File: src/rtl/srg_pkg.sv
package srg_pkg;

  typedef enum logic [2:0] {
    ST_ARMED,
    ST_QUAL,
    ST_ON,
    ST_REG,
    ST_REARM
  } srgState_t;

  // strobes from control to timer datapath
  typedef struct packed {
    logic mainInc;
    logic mainClr;
    logic dwellInc;
    logic latch;
  } srgStrobe_t;

  // compare results from datapath to control
  typedef struct packed {
    logic blankHit;
    logic motHit;
    logic dwellHit;
    logic timeoutHit;
  } srgFlags_t;

endpackage

File: src/rtl/srg_timers.sv
module srg_timers
  import srg_pkg::*;
#(
  parameter int CNT_W = 10
) (
  input  logic             clk,
  input  logic             rstN,
  input  srgStrobe_t       strobe,
  input  logic [CNT_W-1:0] motCount,
  input  logic [CNT_W-1:0] blankCount,
  input  logic [CNT_W-1:0] dwellCount,
  input  logic [CNT_W-1:0] timeoutCount,
  output srgFlags_t        flags
);

  localparam int EXT_W = CNT_W + 1;
  localparam logic [CNT_W-1:0] CNT_MAX = '1;

  logic [CNT_W-1:0] motLat, blankLat, dwellLat, timeoutLat;
  logic [CNT_W-1:0] mainCnt, dwellCnt;
  logic [EXT_W-1:0] mainPlus, dwellPlus;

  // captured durations; reset to the longest setting so nothing fires early
  always_ff @(posedge clk or negedge rstN) begin
    if (!rstN) begin
      motLat     <= CNT_MAX;
      blankLat   <= CNT_MAX;
      dwellLat   <= CNT_MAX;
      timeoutLat <= CNT_MAX;
    end else if (strobe.latch) begin
      motLat     <= motCount;
      blankLat   <= blankCount;
      dwellLat   <= dwellCount;
      timeoutLat <= timeoutCount;
    end
  end

  // shared phase counter: blanking, on-time and timeout
  always_ff @(posedge clk or negedge rstN) begin
    if (!rstN) begin
      mainCnt <= '0;
    end else if (strobe.mainClr) begin
      mainCnt <= '0;
    end else if (strobe.mainInc && mainCnt != CNT_MAX) begin
      mainCnt <= mainCnt + 1'b1;
    end
  end

  // consecutive re-arm samples
  always_ff @(posedge clk or negedge rstN) begin
    if (!rstN) begin
      dwellCnt <= '0;
    end else if (!strobe.dwellInc) begin
      dwellCnt <= '0;
    end else if (dwellCnt != CNT_MAX) begin
      dwellCnt <= dwellCnt + 1'b1;
    end
  end

  assign mainPlus  = {1'b0, mainCnt} + EXT_W'(1);
  assign dwellPlus = {1'b0, dwellCnt} + EXT_W'(1);

  always_comb begin
    flags.blankHit   = (mainCnt >= blankLat);
    flags.motHit     = (mainPlus >= {1'b0, motLat});
    flags.dwellHit   = (dwellPlus >= {1'b0, dwellLat});
    flags.timeoutHit = (mainPlus >= {1'b0, timeoutLat});
  end

endmodule

File: src/rtl/srg_ctrl.sv
module srg_ctrl
  import srg_pkg::*;
(
  input  logic       clk,
  input  logic       rstN,
  input  logic       supplyOk,
  input  logic       belowOn,
  input  logic       aboveOff,
  input  logic       aboveRegStart,
  input  logic       belowRegStop,
  input  logic       aboveRearm,
  input  srgFlags_t  flags,
  output srgStrobe_t strobe,
  output logic       gateUp,
  output logic       gateDischarge,
  output logic       gateDown
);

  srgState_t state, stateNxt;
  logic      skip, skipNxt;
  logic      dischg, dischgNxt;

  always_ff @(posedge clk or negedge rstN) begin
    if (!rstN) begin
      state  <= ST_ARMED;
      skip   <= 1'b0;
      dischg <= 1'b0;
    end else begin
      state  <= stateNxt;
      skip   <= skipNxt;
      dischg <= dischgNxt;
    end
  end

  always_comb begin
    stateNxt        = state;
    skipNxt         = skip;
    dischgNxt       = 1'b0;
    strobe.mainInc  = 1'b0;
    strobe.mainClr  = 1'b1;
    strobe.dwellInc = 1'b0;
    strobe.latch    = 1'b0;

    if (!supplyOk) begin
      stateNxt     = ST_ARMED;
      skipNxt      = 1'b0;
      strobe.latch = 1'b1;
    end else begin
      unique case (state)
        ST_ARMED: begin
          strobe.latch = 1'b1;
          if (belowOn) begin
            if (flags.blankHit) begin
              stateNxt = ST_ON;
            end else begin
              stateNxt       = ST_QUAL;
              strobe.mainInc = 1'b1;
              strobe.mainClr = 1'b0;
            end
          end
        end
        ST_QUAL: begin
          if (!belowOn) begin
            stateNxt = ST_ARMED;
          end else if (flags.blankHit) begin
            stateNxt = ST_ON;
          end else begin
            strobe.mainInc = 1'b1;
            strobe.mainClr = 1'b0;
          end
        end
        ST_ON: begin
          if (flags.motHit) begin
            if (aboveOff) begin
              skipNxt  = 1'b1;
              stateNxt = ST_REARM;
            end else if (skip) begin
              skipNxt  = 1'b0;
              stateNxt = ST_REARM;
            end else begin
              stateNxt = ST_REG;
            end
          end else begin
            strobe.mainInc = 1'b1;
            strobe.mainClr = 1'b0;
          end
        end
        ST_REG: begin
          if (aboveOff) begin
            stateNxt = ST_REARM;
          end else if (aboveRegStart) begin
            dischgNxt = 1'b1;
          end else if (belowRegStop) begin
            dischgNxt = 1'b0;
          end else begin
            dischgNxt = dischg;
          end
        end
        ST_REARM: begin
          strobe.dwellInc = aboveRearm;
          if ((aboveRearm && flags.dwellHit) || flags.timeoutHit) begin
            stateNxt = ST_ARMED;
          end else begin
            strobe.mainInc = 1'b1;
            strobe.mainClr = 1'b0;
          end
        end
        default: stateNxt = ST_ARMED;
      endcase
    end
  end

  assign gateUp        = supplyOk && (state == ST_ON) && !skip;
  assign gateDischarge = supplyOk && (state == ST_REG) && dischg;
  assign gateDown      = !supplyOk || (state == ST_ARMED) || (state == ST_QUAL) ||
                         (state == ST_REARM) || ((state == ST_ON) && skip);

endmodule

File: src/rtl/srg_channel.sv
module srg_channel
  import srg_pkg::*;
#(
  parameter int CNT_W = 10
) (
  input  logic             clk,
  input  logic             rstN,
  input  logic             supplyOk,
  input  logic             belowOn,
  input  logic             aboveOff,
  input  logic             aboveRegStart,
  input  logic             belowRegStop,
  input  logic             aboveRearm,
  input  logic [CNT_W-1:0] motCount,
  input  logic [CNT_W-1:0] blankCount,
  input  logic [CNT_W-1:0] dwellCount,
  input  logic [CNT_W-1:0] timeoutCount,
  output logic             gateUp,
  output logic             gateDischarge,
  output logic             gateDown
);

  srgStrobe_t strobe;
  srgFlags_t  flags;

  srg_ctrl ctrl_i (
    .clk           (clk),
    .rstN          (rstN),
    .supplyOk      (supplyOk),
    .belowOn       (belowOn),
    .aboveOff      (aboveOff),
    .aboveRegStart (aboveRegStart),
    .belowRegStop  (belowRegStop),
    .aboveRearm    (aboveRearm),
    .flags         (flags),
    .strobe        (strobe),
    .gateUp        (gateUp),
    .gateDischarge (gateDischarge),
    .gateDown      (gateDown)
  );

  srg_timers #(.CNT_W(CNT_W)) tmr_i (
    .clk          (clk),
    .rstN         (rstN),
    .strobe       (strobe),
    .motCount     (motCount),
    .blankCount   (blankCount),
    .dwellCount   (dwellCount),
    .timeoutCount (timeoutCount),
    .flags        (flags)
  );

endmodule

File: config.mk
export PLATFORM = sky130hd
export DESIGN_NAME = srg_channel
export DESIGN_NICKNAME = d
export VERILOG_FILES = /design/src/rtl/srg_pkg.sv /design/src/rtl/srg_timers.sv /design/src/rtl/srg_ctrl.sv /design/src/rtl/srg_channel.sv
export SDC_FILE = /design/constraint.sdc
export NUM_CORES = 1
export LEC_CHECK = 0
export BUFFER_PORTS_ARGS = -buffer_cell sky130_fd_sc_hd__buf_2
export CAP_MARGIN = 10
export CORE_UTILIZATION = 60
export DETAILED_ROUTE_END_ITERATION = 10
export PLACE_DENSITY_LB_ADDON = 0.08
export RECOVER_POWER = 50
export SYNTH_ARGS = -nofsm -noshare
export SYNTH_HDL_FRONTEND = slang
export SYNTH_SLANG_ARGS = --single-unit
File: constraint.sdc
create_clock -name clk -period 5.4 [get_ports clk]
set_input_delay 0.27 -clock clk [delete_from_list [all_inputs] [get_ports clk]]
set_output_delay 0.27 -clock clk [all_outputs]
set_load 0.01 [all_outputs]
==> reports/results.env, run 1 <==
TRITONCTS_NUM_SINKS=65
CHIPHEIGHT_UM=83.8
DRC_ERRORS=5
NETLIST_AREA_UM2=4020
CRIT_FANOUT=65
VIOLATIONS_IN_THE_FINAL_REPORTS='design-rule violations, max-capacitance violations, max-slew violations'
FRACTION_OF_REGISTERS_WITH_ASYNC_SET_RESET=1.00
PIN_COUNT=51
CPMAXSTAGEDELAYCELL='sky130_fd_sc_hd__clkbuf_1'
CTS-RESIZED-GATES=0
SETUP_TNS_NS=0
POST_DRT_VIA_CELL_RATIO=5.45
CRITICAL_PATH.N_BUFFERS_INVERTERS=2
IR_DROP_mV=0.347
FINAL_DESIGN_AREA_NO_FILL_UM2=4530
SETUP_REPAIR_AFTER_GLOBAL_ROUTING_MISSED_ITS_MARGIN='no'
WORST_SKEW_PAIR.LATE_LATENCY_NS=0.35
NET_COUNT_SYNTH=522
DIE_AREA_UM2=7020
SYNTH_SEQUENTIAL_AREA_RATIO=0.417
WORST_CLOCK_SKEW_NS=0.00821
TIMING_WORST_SETUP_PATH_TYPE='input pin to asynchronous set/reset pin'
PORT_BUFFERS=50
GLOBAL_ROUTE_WIRE_LENGTH_BEFORE_REPAIR_UM=14200
COREAREA_UM2=6420
DRIVE_GT1_FRAC=0.252
DETAIL_ROUTE.FIRST_PASS.ITERATIONS=8
TIGHTESTPINTRANSITION_NS=3.40
TIMING.FINAL.HOLD_VIOLATIONS=0
MINIMUM_CLOCK_PERIOD_NS=3.09
STATUS='complete, but fails checks'
FIRST_GLOBAL_VIAS=3071
PATH_CELLS='buf_2, clkbuf_1'
TIMING.CRITICAL_PATH.SLOWEST_CELL_DELAY_NS=2.37
CLK_PIN_SLEW_WORST_PATHS_NS=0.08
YS_WARN_COUNT=0
ROUTED_WL_UM=8160
GRT_OVERFLOW=0
TIMING.FINAL.WS_SETUP_NS=2.31
MULTI_INPUT_AREA_UM2=2110
CTS.REPAIR_TIMING.SETUP_BUFFER_COUNT=0
SYNTH.LIB_CELLS_USED.DISTINCT=52
VIA_COUNT=3086
WORST_PATH_DOMINANT_CELL_FAMILY='buffers and inverters'
MAX_FREQ_GHz=0.324
FINALCRITPERIODSHARE=0.571
PLACEMENT_SETUP_SLACK_NS=2.33
FINAL_CELLS=566
POWER-PER-CELL-AREA_nW_PER_UM2=494
WORSTSETUPENDPOINTTYPE='asynchronous set/reset pin'
POSTSYNTHCELLCOUNT=432
SLEW_HR=-1.27
SYN_AVG_CELL_AREA_UM2=9.30
CTS.HOLD.BUFFERS_ADDED=0
ROOT_BUFFER='sky130_fd_sc_hd__clkbuf_8'
WORST_HOLD_PATH_TYPE='input pin to flip-flop'
MAX_CAP_VIOL_COUNT=1
YOSYS_MOST_USED_DFF='sky130_fd_sc_hd__dfstp_2'
FINALSETUPVIOLATIONS=0
FINALPOWER_mW=2.24
PLACEMENT_ROWS=29
SYNTH_EDF_COUNT=0
ROUTED_WIRE_LENGTH_PER_INSTANCE_UM=14.4
PLACE_INST=549
NFILLCELLS=540
TRITONCTS='yes'
DP.FINAL_HPWL_UM=6130
CTS-BUFFERS-INSERTED=9
POWER.LEAKAGE_nW=2.21
FF_LATCH_AREA_UM2=1680
CLK_PATH_BUF_DEPTH=2
WORSTPATHREQUIRED_NS=5.09
COUNT_OF_FINAL_MAX_SLEW_CHECK_FAILURES=66
DETAILEDROUTE.FIRSTITERATIONVIOLATIONS=136
START_KIND='input pin'
WORST_EP_ARRIVAL_TIME_NS=2.78
AREA.GROWTH.SYNTH_TO_FINAL_PCT=12.8
DIE_WIDTH_UM=83.8
GRT_ANTENNA_BEFORE_REPAIR=0
START_UTIL=0.625
SYNTH_SEQ_CELLS=65
GP_ROUTABILITY_CONGESTION=0.900
CTSHTREEMAXLEVEL=3
LAYOUT.NETS=574
MAXIMUM_NUMBER_OF_PINS_ON_ONE_NET_BEFORE_GLOBAL_ROUTE_REPAIR=66
DPL_CELL_AREA_UM2=4330
DRT.ANTENNA.VIOLATING_NETS=0
ANTENNA-DIODE-COUNT=0
GRT.TOTAL_USAGE=0.261
## logic make-up (layout without fill, tap and decap cells)
logic type,after synthesis,count (layout),synth area share
buf+inv,58,115,0.0583
flops,65,65,0.417
compound gates,106,106,0.169
xor+xnor,17,17,0.0371
mux,7,7,0.0190
fa+ha+maj,42,42,0.131
simple gates,137,137,0.169
## sequential cells by signal, indices dropped and copies added (netlist names)
name and flops:
tmr_i.timeoutLat 10, tmr_i.dwellCnt 10, tmr_i.dwellLat 10, tmr_i.mainCnt 10, tmr_i.blankLat 10, tmr_i.motLat 10
ctrl_i.skip 1, ctrl_i.state 3, ctrl_i.dischg 1
## report_power, final
part | total, mW | internal (mW) | switching, mW | leakage, nW
sequential | 0.831 | 0.714 | 0.117 | 0.763
combinational | 0.984 | 0.408 | 0.575 | 1.35
clock | 0.426 | 0.217 | 0.209 | 0.0960
## through the flow
stage | util | hold WS (ns)
floorplan | - | -0.0256
global placement | 0.674 | 0.473
detailed placement | 0.674 | 0.480
CTS | 0.706 | 0.105
global route | 0.706 | 0.110
finish | 0.706 | 0.118
## synth_stat cells, types with 2 or more instances
cell type                  count  share of area
sky130_fd_sc_hd__nor2_1       25          0.023
sky130_fd_sc_hd__dfstp_2      40           0.26
sky130_fd_sc_hd__mux2i_1       2         0.0050
sky130_fd_sc_hd__dfrtp_1      25           0.16
sky130_fd_sc_hd__ha_1         42           0.13
sky130_fd_sc_hd__nor3_1       10          0.012
sky130_fd_sc_hd__o211ai_1      2         0.0037
sky130_fd_sc_hd__inv_1        46          0.043
sky130_fd_sc_hd__clkbuf_1      7         0.0065
sky130_fd_sc_hd__nor3b_1       2         0.0037
sky130_fd_sc_hd__a31oi_1       3         0.0047
sky130_fd_sc_hd__nor4_1        2         0.0031
sky130_fd_sc_hd__nand2_1      55          0.051
sky130_fd_sc_hd__o21ai_0      44          0.055
sky130_fd_sc_hd__nand2b_1      3         0.0047
sky130_fd_sc_hd__a21oi_1      16          0.020
sky130_fd_sc_hd__a211oi_1      4         0.0075
sky130_fd_sc_hd__a21boi_0      2         0.0037
sky130_fd_sc_hd__nand3_1      11          0.014
sky130_fd_sc_hd__and4_4        2         0.0056
sky130_fd_sc_hd__buf_2         4         0.0050
sky130_fd_sc_hd__xor2_1        3         0.0065
sky130_fd_sc_hd__or4_1         2         0.0037
sky130_fd_sc_hd__nand4_1       7          0.011
sky130_fd_sc_hd__nor2b_1       7          0.011
sky130_fd_sc_hd__o21a_1       20          0.037
sky130_fd_sc_hd__mux2_2        4          0.011
sky130_fd_sc_hd__a211o_1       2         0.0044
sky130_fd_sc_hd__and3_1        4         0.0062
sky130_fd_sc_hd__xnor2_1      14          0.031
## path summary, 6_finish.rpt
check	startpoint	to	slack [ns]	cells past startpoint
worst max-delay path	rstN	tmr_i.mainCnt[1]	2.31	2
worst max register to register	tmr_i.mainCnt[0]	ctrl_i.state[0]	2.31	12
worst min register to register	tmr_i.dwellLat[2]	tmr_i.dwellLat[2]	0.51	2
min in group asynchronous	rstN	tmr_i.dwellCnt[1]	1.16	2
max in group clk	tmr_i.mainCnt[0]	ctrl_i.state[0]	2.31	12
worst min-delay path	motCount[6]	tmr_i.motLat[6]	0.12	3
## placed cells by master (no fill, tap or decap), types with 3 or more instances in the layout
| cell | instances |
|---|---|
| sky130_fd_sc_hd__ha_1 | 42 |
| sky130_fd_sc_hd__a21oi_1 | 16 |
| sky130_fd_sc_hd__clkinv_4 | 3 |
| sky130_fd_sc_hd__and3_1 | 4 |
| sky130_fd_sc_hd__nor2b_1 | 7 |
| sky130_fd_sc_hd__dfstp_2 | 40 |
| sky130_fd_sc_hd__nand4_1 | 7 |
| sky130_fd_sc_hd__nand2_1 | 55 |
| sky130_fd_sc_hd__inv_1 | 46 |
| sky130_fd_sc_hd__a31oi_1 | 3 |
| sky130_fd_sc_hd__nand2b_1 | 3 |
| sky130_fd_sc_hd__nand3_1 | 11 |
| sky130_fd_sc_hd__nor2_1 | 25 |
| sky130_fd_sc_hd__mux2_2 | 4 |
| sky130_fd_sc_hd__xor2_1 | 3 |
| sky130_fd_sc_hd__o21ai_0 | 44 |
| sky130_fd_sc_hd__buf_2 | 50 |
| sky130_fd_sc_hd__dfrtp_1 | 25 |
| sky130_fd_sc_hd__a211oi_1 | 4 |
| sky130_fd_sc_hd__nor3_1 | 10 |
| sky130_fd_sc_hd__clkbuf_8 | 9 |
| sky130_fd_sc_hd__xnor2_1 | 14 |
| sky130_fd_sc_hd__o21a_1 | 20 |
## area by class of cell
cell class                 count  area share
tap                           77      0.0213
multi-input combinational    309       0.465
sequential                    65       0.370
clock buffer                   9      0.0273
inverter                      46      0.0381
clock inverter                 7      0.0177
timing repair buffer          53      0.0610
## layer usage
layer	GRT usage	wire [um]	up-vias
met3	0.0574	389	14
met4	0.105	179	0
met5	0	0	-
met2	0.393	3580	60
li1	-	-	1596
met1	0.365	4020	1416
(Power assumes the default switching activity.)
==> run 2, diff against run 1 <==
--- a/config.mk
+++ b/config.mk
@@ -5,9 +5,10 @@
 export SDC_FILE = /design/constraint.sdc
 export NUM_CORES = 1
 export LEC_CHECK = 0
+export ABC_AREA = 1
 export BUFFER_PORTS_ARGS = -buffer_cell sky130_fd_sc_hd__buf_2
 export CAP_MARGIN = 10
-export CORE_UTILIZATION = 60
+export CORE_UTILIZATION = 59
 export DETAILED_ROUTE_END_ITERATION = 10
 export PLACE_DENSITY_LB_ADDON = 0.08
 export RECOVER_POWER = 50
==> constraint.sdc (replaced) <==
create_clock -name clk -period 3.19 [get_ports clk]
set_input_delay 0.1595 -clock clk [delete_from_list [all_inputs] [get_ports clk]]
set_output_delay 0.1595 -clock clk [all_outputs]
set_load 0.01 [all_outputs]
==> reports/results.env, run 2 <==
STATUS='complete, but fails checks'
VIOLATIONS_IN_THE_FINAL_REPORTS='max-capacitance violations, max-slew violations'
MAX_FREQ_GHz=0.348
PLACEMENT_ROWS=30
SYNTH_SEQUENTIAL_AREA_RATIO=0.400
GRT_OVERFLOW=0
POST-SYNTH-TOP-COUNT-CELL='sky130_fd_sc_hd__nand2_1'
POST_DRT_VIA_CELL_RATIO=5.07
VIA_COUNT=3377
ROOT_BUFFER='sky130_fd_sc_hd__clkbuf_8'
CTSHTREEMAXLEVEL=3
COREAREA_UM2=6830
GRT_ANTENNA_BEFORE_REPAIR=0
CLK_PATH_BUF_DEPTH=2
SETUP_REPAIR_AFTER_GLOBAL_ROUTING_MISSED_ITS_MARGIN='no'
YOSYSTOPAREACELL='sky130_fd_sc_hd__dfstp_2'
AREA.GROWTH.SYNTH_TO_FINAL_PCT=13.2
WORST_SKEW_PAIR.LATE_LATENCY_NS=0.34
WORST_EP_ARRIVAL_TIME_NS=3.10
NETLIST_AREA_UM2=4190
SYN_AVG_CELL_AREA_UM2=8.26
IR_DROP_mV=0.341
DIE_AREA_UM2=7440
YS_TOP_CELLS_BY_COUNT='127 x sky130_fd_sc_hd__nand2_1, 84 x sky130_fd_sc_hd__inv_1, 44 x sky130_fd_sc_hd__o21ai_0, 42 x sky130_fd_sc_hd__ha_1, 40 x sky130_fd_sc_hd__dfstp_2'
DIE_WIDTH_UM=86.3
SYNTH.LIB_CELLS_USED.DISTINCT=37
TIMING.FINAL.HOLD_VIOLATIONS=0
FF_LATCH_AREA_UM2=1680
FRACTION_OF_REGISTERS_WITH_ASYNC_SET_RESET=1.00
TIMING.FINAL.WS_SETUP_NS=0.318
TIMING_WORST_SETUP_PATH_TYPE='flip-flop to flip-flop'
WORST_HOLD_PATH_TYPE='input pin to flip-flop'
START_KIND='flip-flop'
DRT.ANTENNA.VIOLATING_NETS=0
ANTENNA-DIODE-COUNT=0
WORSTSETUPENDPOINTTYPE='flip-flop'
WORSTPATHREQUIRED_NS=3.42
CLK_PIN_SLEW_WORST_PATHS_NS=0.07
DRC_ERRORS=0
NET_COUNT_SYNTH=597
TRITONCTS='yes'
CRIT_FANOUT=5
YS_WARN_COUNT=0
SETUP_TNS_NS=0
SYNTH_SEQ_CELLS=65
SLEW_HR=-0.549
MAXIMUM_NUMBER_OF_PINS_ON_ONE_NET_BEFORE_GLOBAL_ROUTE_REPAIR=44
SYNTH_EDF_COUNT=0
DRIVE_GT1_FRAC=0.247
MAX_CAP_VIOL_COUNT=1
GLOBAL_ROUTE_WIRE_LENGTH_BEFORE_REPAIR_UM=14600
TRITONCTS_NUM_SINKS=65
START_UTIL=0.613
YOSYS_MOST_USED_DFF='sky130_fd_sc_hd__dfstp_2'
TIGHTESTPINTRANSITION_NS=2.32
DETAILEDROUTE.FIRSTITERATIONVIOLATIONS=132
POST_SYNTH_MAIN_AREA_CONTRIBUTORS='sky130_fd_sc_hd__dfstp_2 25%, sky130_fd_sc_hd__dfrtp_1 15%, sky130_fd_sc_hd__ha_1 13%'
CTS-BUFFERS-INSERTED=9
ROUTED_WL_UM=8570
DETAIL_ROUTE.FIRST_PASS.ITERATIONS=4
FINALCRITPERIODSHARE=0.900
PLACEMENT_SETUP_SLACK_NS=0.159
MOST_FREQUENT_STANDARD_CELL_IN_THE_LAYOUT_EXCLUDING_FILL_AND_TAP_CELLS='sky130_fd_sc_hd__nand2_1'
SYNTH_LARGEST_TYPE_AREA_FRACTION=0.251
NFILLCELLS=577
CTS.REPAIR_TIMING.SETUP_BUFFER_COUNT=0
MINIMUM_CLOCK_PERIOD_NS=2.87
COUNT_OF_FINAL_MAX_SLEW_CHECK_FAILURES=44
FINAL_CELLS=666
FINALSETUPVIOLATIONS=0
POSTSYNTHCELLCOUNT=507
PLACE_INST=648
ROUTED_WIRE_LENGTH_PER_INSTANCE_UM=12.9
GRT.TOTAL_USAGE=0.252
GP_ROUTABILITY_CONGESTION=0.896
MULTI_INPUT_AREA_UM2=2140
WORST_CLOCK_SKEW_NS=0.00667
DP.FINAL_HPWL_UM=6580
PORT_BUFFERS=50
FIRST_GLOBAL_VIAS=3273
PIN_COUNT=51
CHIPHEIGHT_UM=86.3
LAYOUT.NETS=655
LAYOUT_COMMON_CELLS='127 x sky130_fd_sc_hd__nand2_1, 83 x sky130_fd_sc_hd__inv_1, 49 x sky130_fd_sc_hd__buf_2'
POWER.LEAKAGE_nW=2.67
POWER-PER-CELL-AREA_nW_PER_UM2=611
run 2: cell types whose count changed in the layout (fill, tap and decap cells not counted), moves of 8 or more:
cell	previous run	this run
sky130_fd_sc_hd__nand2_1	55	127
sky130_fd_sc_hd__inv_1	46	83
sky130_fd_sc_hd__o21a_1	20	2
sky130_fd_sc_hd__xnor2_1	14	0
sky130_fd_sc_hd__xor2_1	3	15
sky130_fd_sc_hd__nor3_1	10	2
run 2: worst max-delay path, stage by stage (launching register included):
cell and delay, ns:
sky130_fd_sc_hd__dfrtp_1 0.44, sky130_fd_sc_hd__ha_1 0.27, sky130_fd_sc_hd__nand3_1 0.17, sky130_fd_sc_hd__xor2_1 0.29
sky130_fd_sc_hd__inv_1 0.12, sky130_fd_sc_hd__ha_1 0.32, sky130_fd_sc_hd__nand2_1 0.05, sky130_fd_sc_hd__nor2_1 0.14
sky130_fd_sc_hd__nand2_1 0.07, sky130_fd_sc_hd__nand2_1 0.07, sky130_fd_sc_hd__nand2_1 0.05, sky130_fd_sc_hd__nand3_1 0.15
sky130_fd_sc_hd__nand2_1 0.12, sky130_fd_sc_hd__nand3_1 0.10, sky130_fd_sc_hd__nand3_2 0.12, sky130_fd_sc_hd__o21ai_0 0.20
sky130_fd_sc_hd__nand2_1 0.08
run 2: final timing paths:
kind | cells after the start | endpoint | slack (ns) | start
setup / recovery | 16 | ctrl_i.state[0] | 0.32 | tmr_i.mainCnt[1]
hold / removal | 3 | tmr_i.motLat[3] | 0.03 | motCount[3]
setup reg to reg | 16 | ctrl_i.state[0] | 0.32 | tmr_i.mainCnt[1]
hold reg to reg | 2 | tmr_i.timeoutLat[0] | 0.47 | tmr_i.timeoutLat[0]
max in group asynchronous | 2 | tmr_i.dwellCnt[0] | 0.63 | rstN
min in group asynchronous | 2 | tmr_i.mainCnt[7] | 1.07 | rstN
run 2: final cells by class:
class / count / area share
multi-input cells: 348 / 0.451
flip-flops and latches: 65 / 0.354
inverters: 85 / 0.0673
repair buffers: 56 / 0.0617
clock buffers: 14 / 0.0385
well taps: 96 / 0.0253
clock inverters: 2 / 0.00211
run 2: logic make-up after synthesis:
logic type | Yosys count | share of synthesized area
flip-flops | 65 | 0.400
AND/OR/NAND/NOR | 209 | 0.246
adder cells (fa/ha/maj) | 42 | 0.125
AO/OA/AOI/OAI | 82 | 0.109
buffers and inverters | 94 | 0.0881
XOR/XNOR | 15 | 0.0314
run 2: per-stage QoR:
stage,hold slack [ns],total power [mW],cell area [um2],utilization
floorplan,-0.136,1.97,4190,-
global placement,0.357,2.20,4540,0.664
detailed placement,0.363,2.24,4540,0.664
CTS,0.0163,2.93,4750,0.696
global route,0.0219,3.14,4740,0.694
finish,0.0251,2.90,4740,0.694
run 2: metal layers:
layer / GRT usage / part of all wire
met3: 0.0524 / 0.038
met5: 0 / 0
met2: 0.416 / 0.47
met1: 0.332 / 0.48
met4: 0.0833 / 0.018
run 2: report_power, final:
| group | internal, mW | switching [mW] | total (mW) |
|---|---|---|---|
| logic | 0.335 | 0.673 | 1.01 |
| registers | 1.14 | 0.0769 | 1.22 |
| clock network | 0.365 | 0.309 | 0.675 |
| total | 1.84 | 1.06 | 2.90 |
run 2: timing repair:
| item | 4_1_cts | 5_1_grt |
|---|---|---|
| endpoints found under the hold margin | 5 | 0 |
| setup endpoints to repair | 0 | 11 |
| gates resized for setup | 0 | 3 |
| hold buffers | 2 | 0 |
